$ cat config.mk
export PLATFORM = sky130hd
export DESIGN_NAME = rename_ctrl
export DESIGN_NICKNAME = d
export VERILOG_FILES = /design/src/rtl/rn_pkg.sv /design/src/rtl/rn_budget.sv /design/src/rtl/rn_thread.sv /design/src/rtl/rename_ctrl.sv
export SDC_FILE = /design/constraint.sdc
export NUM_CORES = 1
export LEC_CHECK = 0
export BUFFER_PORTS_ARGS = -buffer_cell sky130_fd_sc_hd__buf_2
export CORE_ASPECT_RATIO = 1.25
export CORE_UTILIZATION = 45
export CTS_CLUSTER_DIAMETER = 50
export DETAILED_ROUTE_END_ITERATION = 7
export PLACE_DENSITY = 0.73
export SKIP_CTS_REPAIR_TIMING = 1
export SYNTH_ARGS = -nofsm -noshare
export SYNTH_HDL_FRONTEND = slang
export SYNTH_SLANG_ARGS = --single-unit
$ cat constraint.sdc
create_clock -name clk -period 17.4 [get_ports clk]
set_input_delay 1.74 -clock clk [delete_from_list [all_inputs] [get_ports clk]]
set_output_delay 1.74 -clock clk [all_outputs]
set_load 0.05 [all_outputs]
$ cat src/rtl/rn_pkg.sv
package rn_pkg;

    typedef enum logic [2:0] {
        TS_RUN      = 3'd0,
        TS_IDLE     = 3'd1,
        TS_SQ_START = 3'd2,
        TS_SQ       = 3'd3,
        TS_BLOCK    = 3'd4,
        TS_UNBLOCK  = 3'd5,
        TS_SER_WAIT = 3'd6
    } tstate_e;

    // Code order is the report priority
    typedef enum logic [1:0] {
        CAUSE_ROB  = 2'd0,
        CAUSE_IQ   = 2'd1,
        CAUSE_LSQ  = 2'd2,
        CAUSE_NONE = 2'd3
    } cause_e;

    localparam int NUM_STRUCT = 3;

    function automatic logic holds_decode(tstate_e s);
        return (s == TS_BLOCK) || (s == TS_UNBLOCK) || (s == TS_SER_WAIT);
    endfunction

endpackage

$ cat src/rtl/rn_budget.sv
module rn_budget #(
    parameter int FREE_W = 6,
    parameter int CNT_W  = 3
) (
    input  logic [FREE_W-1:0] rob_free,
    input  logic [FREE_W-1:0] iq_free,
    input  logic [FREE_W-1:0] lsq_free,
    input  logic [FREE_W-1:0] inflight,
    input  logic [CNT_W-1:0]  want,
    output logic [CNT_W-1:0]  take,
    output rn_pkg::cause_e    cause
);
    import rn_pkg::*;

    logic [NUM_STRUCT-1:0][FREE_W-1:0] fr;
    logic [NUM_STRUCT-1:0][FREE_W-1:0] room;
    logic [NUM_STRUCT-1:0]             short_v;
    logic [FREE_W-1:0]                 want_w;
    logic [FREE_W-1:0]                 lim;

    assign fr[0]  = rob_free;
    assign fr[1]  = iq_free;
    assign fr[2]  = lsq_free;
    assign want_w = FREE_W'(want);

    for (genvar k = 0; k < NUM_STRUCT; k++) begin : g_room
        assign room[k]    = (fr[k] > inflight) ? fr[k] - inflight : '0;
        assign short_v[k] = room[k] < want_w;
    end

    always_comb begin
        lim = want_w;
        for (int k = 0; k < NUM_STRUCT; k++) begin
            if (room[k] < lim) lim = room[k];
        end
        take = CNT_W'(lim);
    end

    always_comb begin
        if (short_v[0])      cause = CAUSE_ROB;
        else if (short_v[1]) cause = CAUSE_IQ;
        else if (short_v[2]) cause = CAUSE_LSQ;
        else                 cause = CAUSE_NONE;
    end

endmodule

$ cat src/rtl/rn_thread.sv
module rn_thread #(
    parameter int WIDTH  = 4,
    parameter int FREE_W = 6,
    parameter int CNT_W  = 3,
    parameter int SKID_W = 4
) (
    input  logic              clk,
    input  logic              rst,
    input  logic              squash,
    input  logic              stall,
    input  logic              rob_empty,
    input  logic              barrier,
    input  logic              ser_after,
    input  logic [CNT_W-1:0]  dec_cnt,
    input  logic [SKID_W-1:0] skid_cnt,
    input  logic [FREE_W-1:0] retire,
    input  logic [FREE_W-1:0] rob_free,
    input  logic [FREE_W-1:0] iq_free,
    input  logic [FREE_W-1:0] lsq_free,
    output logic [CNT_W-1:0]  grant,
    output logic [CNT_W-1:0]  push,
    output logic [CNT_W-1:0]  pop,
    output logic              flush,
    output logic              block,
    output logic              idle,
    output rn_pkg::cause_e    cause
);
    import rn_pkg::*;

    localparam logic [SKID_W-1:0] WIDTH_S = SKID_W'(WIDTH);

    tstate_e           st, nxt;
    logic [FREE_W-1:0] inflight;
    logic              ser_next;
    logic              from_skid;
    logic [SKID_W-1:0] src;
    logic [CNT_W-1:0]  want;
    logic [CNT_W-1:0]  take;
    logic              is_barrier;
    logic              drained;
    logic              short_any;
    logic [FREE_W:0]   sum;

    assign from_skid  = skid_cnt != '0;
    assign src        = from_skid ? skid_cnt : SKID_W'(dec_cnt);
    assign want       = (src > WIDTH_S) ? CNT_W'(WIDTH) : CNT_W'(src);
    assign is_barrier = barrier || ser_next;
    assign drained    = rob_empty && (inflight == '0);
    assign short_any  = cause != CAUSE_NONE;

    rn_budget #(.FREE_W(FREE_W), .CNT_W(CNT_W)) u_budget (
        .rob_free (rob_free),
        .iq_free  (iq_free),
        .lsq_free (lsq_free),
        .inflight (inflight),
        .want     (want),
        .take     (take),
        .cause    (cause)
    );

    always_comb begin
        nxt   = st;
        grant = '0;
        push  = '0;
        unique case (st)
            TS_SQ_START: nxt = TS_SQ;
            TS_SQ:       nxt = TS_RUN;
            TS_BLOCK: begin
                push = dec_cnt;
                if (!stall && !short_any) nxt = TS_UNBLOCK;
            end
            TS_SER_WAIT: begin
                push = dec_cnt;
                if (drained) nxt = TS_RUN;
            end
            default: begin
                if (stall) begin
                    push = dec_cnt;
                    nxt  = TS_BLOCK;
                end else if (want == '0) begin
                    nxt = (st == TS_UNBLOCK) ? TS_RUN : TS_IDLE;
                end else if (is_barrier && !drained) begin
                    push = dec_cnt;
                    nxt  = TS_SER_WAIT;
                end else begin
                    if (is_barrier) grant = (take != '0) ? CNT_W'(1) : '0;
                    else            grant = take;
                    push = from_skid ? dec_cnt : dec_cnt - grant;
                    if (short_any && !is_barrier)
                        nxt = TS_BLOCK;
                    else if (st == TS_UNBLOCK)
                        nxt = (!from_skid || skid_cnt == SKID_W'(grant)) ? TS_RUN : TS_UNBLOCK;
                    else
                        nxt = TS_RUN;
                end
            end
        endcase
        if (squash) begin
            nxt   = TS_SQ_START;
            grant = '0;
            push  = '0;
        end
    end

    assign pop   = from_skid ? grant : '0;
    assign flush = st == TS_SQ_START;
    assign block = holds_decode(st);
    assign idle  = st == TS_IDLE;
    assign sum   = {1'b0, inflight} + (FREE_W+1)'(grant);

    always_ff @(posedge clk) begin
        if (rst) begin
            st       <= TS_IDLE;
            inflight <= '0;
            ser_next <= 1'b0;
        end else begin
            st <= nxt;
            if (squash)
                inflight <= '0;
            else if (sum > (FREE_W+1)'(retire))
                inflight <= FREE_W'(sum - (FREE_W+1)'(retire));
            else
                inflight <= '0;
            if (squash)                           ser_next <= 1'b0;
            else if (ser_after)                   ser_next <= 1'b1;
            else if (grant != '0 && is_barrier)   ser_next <= 1'b0;
        end
    end

endmodule

$ cat src/rtl/rename_ctrl.sv
module rename_ctrl #(
    parameter int NTHR       = 2,
    parameter int WIDTH      = 4,
    parameter int FREE_W     = 6,
    parameter int SKID_DEPTH = 8,
    localparam int CNT_W     = $clog2(WIDTH + 1),
    localparam int SKID_W    = $clog2(SKID_DEPTH + 1)
) (
    input  logic                         clk,
    input  logic                         rst,
    input  logic [NTHR-1:0]              squash_i,
    input  logic [NTHR-1:0]              stall_i,
    input  logic [NTHR-1:0]              rob_empty_i,
    input  logic [NTHR-1:0]              barrier_i,
    input  logic [NTHR-1:0]              ser_after_i,
    input  logic [NTHR-1:0][CNT_W-1:0]   dec_cnt_i,
    input  logic [NTHR-1:0][SKID_W-1:0]  skid_cnt_i,
    input  logic [NTHR-1:0][FREE_W-1:0]  retire_i,
    input  logic [NTHR-1:0][FREE_W-1:0]  rob_free_i,
    input  logic [NTHR-1:0][FREE_W-1:0]  iq_free_i,
    input  logic [NTHR-1:0][FREE_W-1:0]  lsq_free_i,
    output logic [NTHR-1:0][CNT_W-1:0]   grant_o,
    output logic [NTHR-1:0][CNT_W-1:0]   skid_push_o,
    output logic [NTHR-1:0][CNT_W-1:0]   skid_pop_o,
    output logic [NTHR-1:0]              skid_flush_o,
    output logic [NTHR-1:0]              dec_block_o,
    output logic [NTHR-1:0][1:0]         cause_o,
    output logic                         active_o
);
    import rn_pkg::*;

    logic [NTHR-1:0] idle_v;

    for (genvar t = 0; t < NTHR; t++) begin : g_thr
        cause_e cz;
        rn_thread #(
            .WIDTH(WIDTH), .FREE_W(FREE_W), .CNT_W(CNT_W), .SKID_W(SKID_W)
        ) u_thr (
            .clk       (clk),
            .rst       (rst),
            .squash    (squash_i[t]),
            .stall     (stall_i[t]),
            .rob_empty (rob_empty_i[t]),
            .barrier   (barrier_i[t]),
            .ser_after (ser_after_i[t]),
            .dec_cnt   (dec_cnt_i[t]),
            .skid_cnt  (skid_cnt_i[t]),
            .retire    (retire_i[t]),
            .rob_free  (rob_free_i[t]),
            .iq_free   (iq_free_i[t]),
            .lsq_free  (lsq_free_i[t]),
            .grant     (grant_o[t]),
            .push      (skid_push_o[t]),
            .pop       (skid_pop_o[t]),
            .flush     (skid_flush_o[t]),
            .block     (dec_block_o[t]),
            .idle      (idle_v[t]),
            .cause     (cz)
        );
        assign cause_o[t] = cz;
    end

    assign active_o = ~&idle_v;

endmodule

==> run metrics <==
Distinct cells, synth 70; initial DRC count 241; most common cell after layout, fill and taps aside buf_2; ANT nets after route 0; starting density of the core 46.49%; CTS root buffer clkbuf_16; cells after synthesis 760; CTS buffer count 3; Final Hold Vio Count 0; CTS tree built; mean post-synth cell area slightly above 7 um2; Final Util between 50% and 60%; area of the mapped netlist 0.005451 mm2; drt via density 5.641; Worst Setup Path Type input pin to output port; Worst EP required approximately 16 ns; ys async rst share 0%; skew final 0.003149 ns; Yosys top cell area share 20.20%; Setup TNS 0 ns; pre-CTS WS a little over 6 ns; Crit-path slowest cell o31ai_2; P_leak roughly 3 nW; Buffers on Ports 100; vias in the first global route 5414; cell taking the most area after synthesis ha_1; clock slew at reported path FFs ~0.05 ns; Slew headroom 34.20%; Yosys warning count 0; final cell count without fillers around 1.0k; register bit total from synthesis 20; worst vdd ir 29.12 uV; Cell Rows 44; crit path DAT roughly 9.7 ns; chip width 100.4 um; Slew Limit Fails 0; EDFF count, synth 0; largest net degree at the start of global routing 16; setup ws final roughly 6.0 ns; GR Util All Layers a little under a quarter; final routed DRC violation total 0; Max Freq 87.57 MHz; core area around 0.012 mm2; Crit path largest cell delay ~0.46 ns; DP Wirelength about 13000 um; Worst-Margin Slew 0.9621 ns; Seq/Total Area, Yosys around 7.3%; io pins approximately 100; Hold Startpoint g_thr[1].u_thr.ser_next$_SDFFE_PP0P_; gr ovfl total 0; layout cells sized above 1 around 16%; Max-Cap Viols 0; insertion delay to the later sink of the worst-skew pair roughly 0.25 ns; hold crit path type flip-flop to flip-flop; WL per Instance ~15 um; pwr/cell area ~52 mW/mm2; commonest non-fill, non-tap cells in the layout buf_2, nor2_1, ha_1; Area Overhead vs Synth 13.15%; CTS sink count 20; Main synth FF type dfxtp_1; die height ~130 um; # diodes 0; Vias 5720; WL final approximately 15000 um; reg2reg start g_thr[1].u_thr.inflight[1]$_SDFF_PP0_; unrepaired setup endpoints after global routing no; Nets approximately 1k; DRT Pass-1 Iters 5; Setup crit start kind input pin; initial antenna violation count 0; Worst Setup End Kind output port; Worst Setup SP rob_free_i[6]; CP Max Fanout 9; clock period minus worst slack around 11 ns; Final setup viols 0; H-tree depth 1; status finished clean; die area between 0.01 and 0.015 mm2; Placer Congestion ~0.9; clock tree buffer depth 2; Placed Cells incl. Taps slightly above 1k; top post-synthesis cells by area ha_1, dfxtp_1, nor2_1; first-pass GRT wire length roughly 25000 um; Min Hold Slack ~0.54 ns; Final Cycle Share 65.63%
[final timing paths]
kind / end / slack, ns / cells after the start
worst max-delay path: skid_push_o[5] / 5.98 / 38
worst min-delay path: g_thr[1].u_thr.ser_next$_SDFFE_PP0P_ / 0.54 / 2
worst max register to register: g_thr[1].u_thr.inflight[2]$_SDFF_PP0_ / 7.78 / 43
worst min register to register: g_thr[1].u_thr.ser_next$_SDFFE_PP0P_ / 0.54 / 2
[kinds of logic (layout without fill, tap and decap cells)]
logic type                 Yosys count  in the layout  share of synthesized area (%)
buffers and inverters               97            185                          7.092
xor gates and xnor gates            30             30                          4.820
AOI/OAI and AO/OA                  212            212                          26.60
muxes                               15             15                          2.938
DFF                                 20             20                          7.344
other                                1              6                        0.06879
and+or+nand+nor                    285            285                          26.53
adders and majority gates          100            100                          24.60
[per-layer routing]
layer	vias to the layer above	global-route usage, %	part of all wire (%)
met5	-	0	0
met4	0	8.099	2.9
met3	27	2.068	3.8
met2	139	39.93	47
met1	2612	31.49	46
li1	2942	-	-
[sequential cells by signal, indices dropped and copies added, names as in the netlist]
| register | flops |
|---|---|
| g_thr.u_thr.inflight | 12 |
| g_thr.u_thr.ser_next | 2 |
| g_thr.u_thr.st | 6 |
[critical path: cells and delay by family]
kind / cells / cell delay, ns
compound gates: 18 / 3.53
xor+xnor: 1 / 0.14
fa+ha+maj: 7 / 1.82
buf+inv: 5 / 0.52
mux: 2 / 0.71
simple gates: 5 / 1.20
[final cells by class]
cell class              instances  area, um2
repair buffers                100      500.5
inverters                      82      307.8
multi-input cells             648       4683
fillers                      1209       5558
flip-flops and latches         20      400.4
well taps                     161      201.4
clock buffers                   3      75.07
[stage by stage]
step                      total power, mW  cell area, um2
after floorplan                    0.2253            5470
after global placement             0.2725            6093
after detailed placement           0.2737            6093
after CTS                          0.3220            6168
after global routing               0.3503            6168
final                              0.3225            6168
[cells in the mapped netlist, types with 13 or more instances]
cell type  instances
nor2_1            96
nor3_1            28
o21ai_0           40
nand2b_1          18
nand4_1           13
a21oi_1           48
nand2_1           48
dfxtp_1           20
ha_1              88
a21o_1            25
xnor2_1           20
inv_1             82
[power by group]
part	internal, mW	leakage (nW)	switching, mW	total [mW]
sequential	0.0477	0.163	0.00457	0.0523
combinational	0.0860	2.80	0.138	0.224
clock	0.0303	0.0370	0.0164	0.0467
Note: power is estimated with default switching activity, not from simulation.
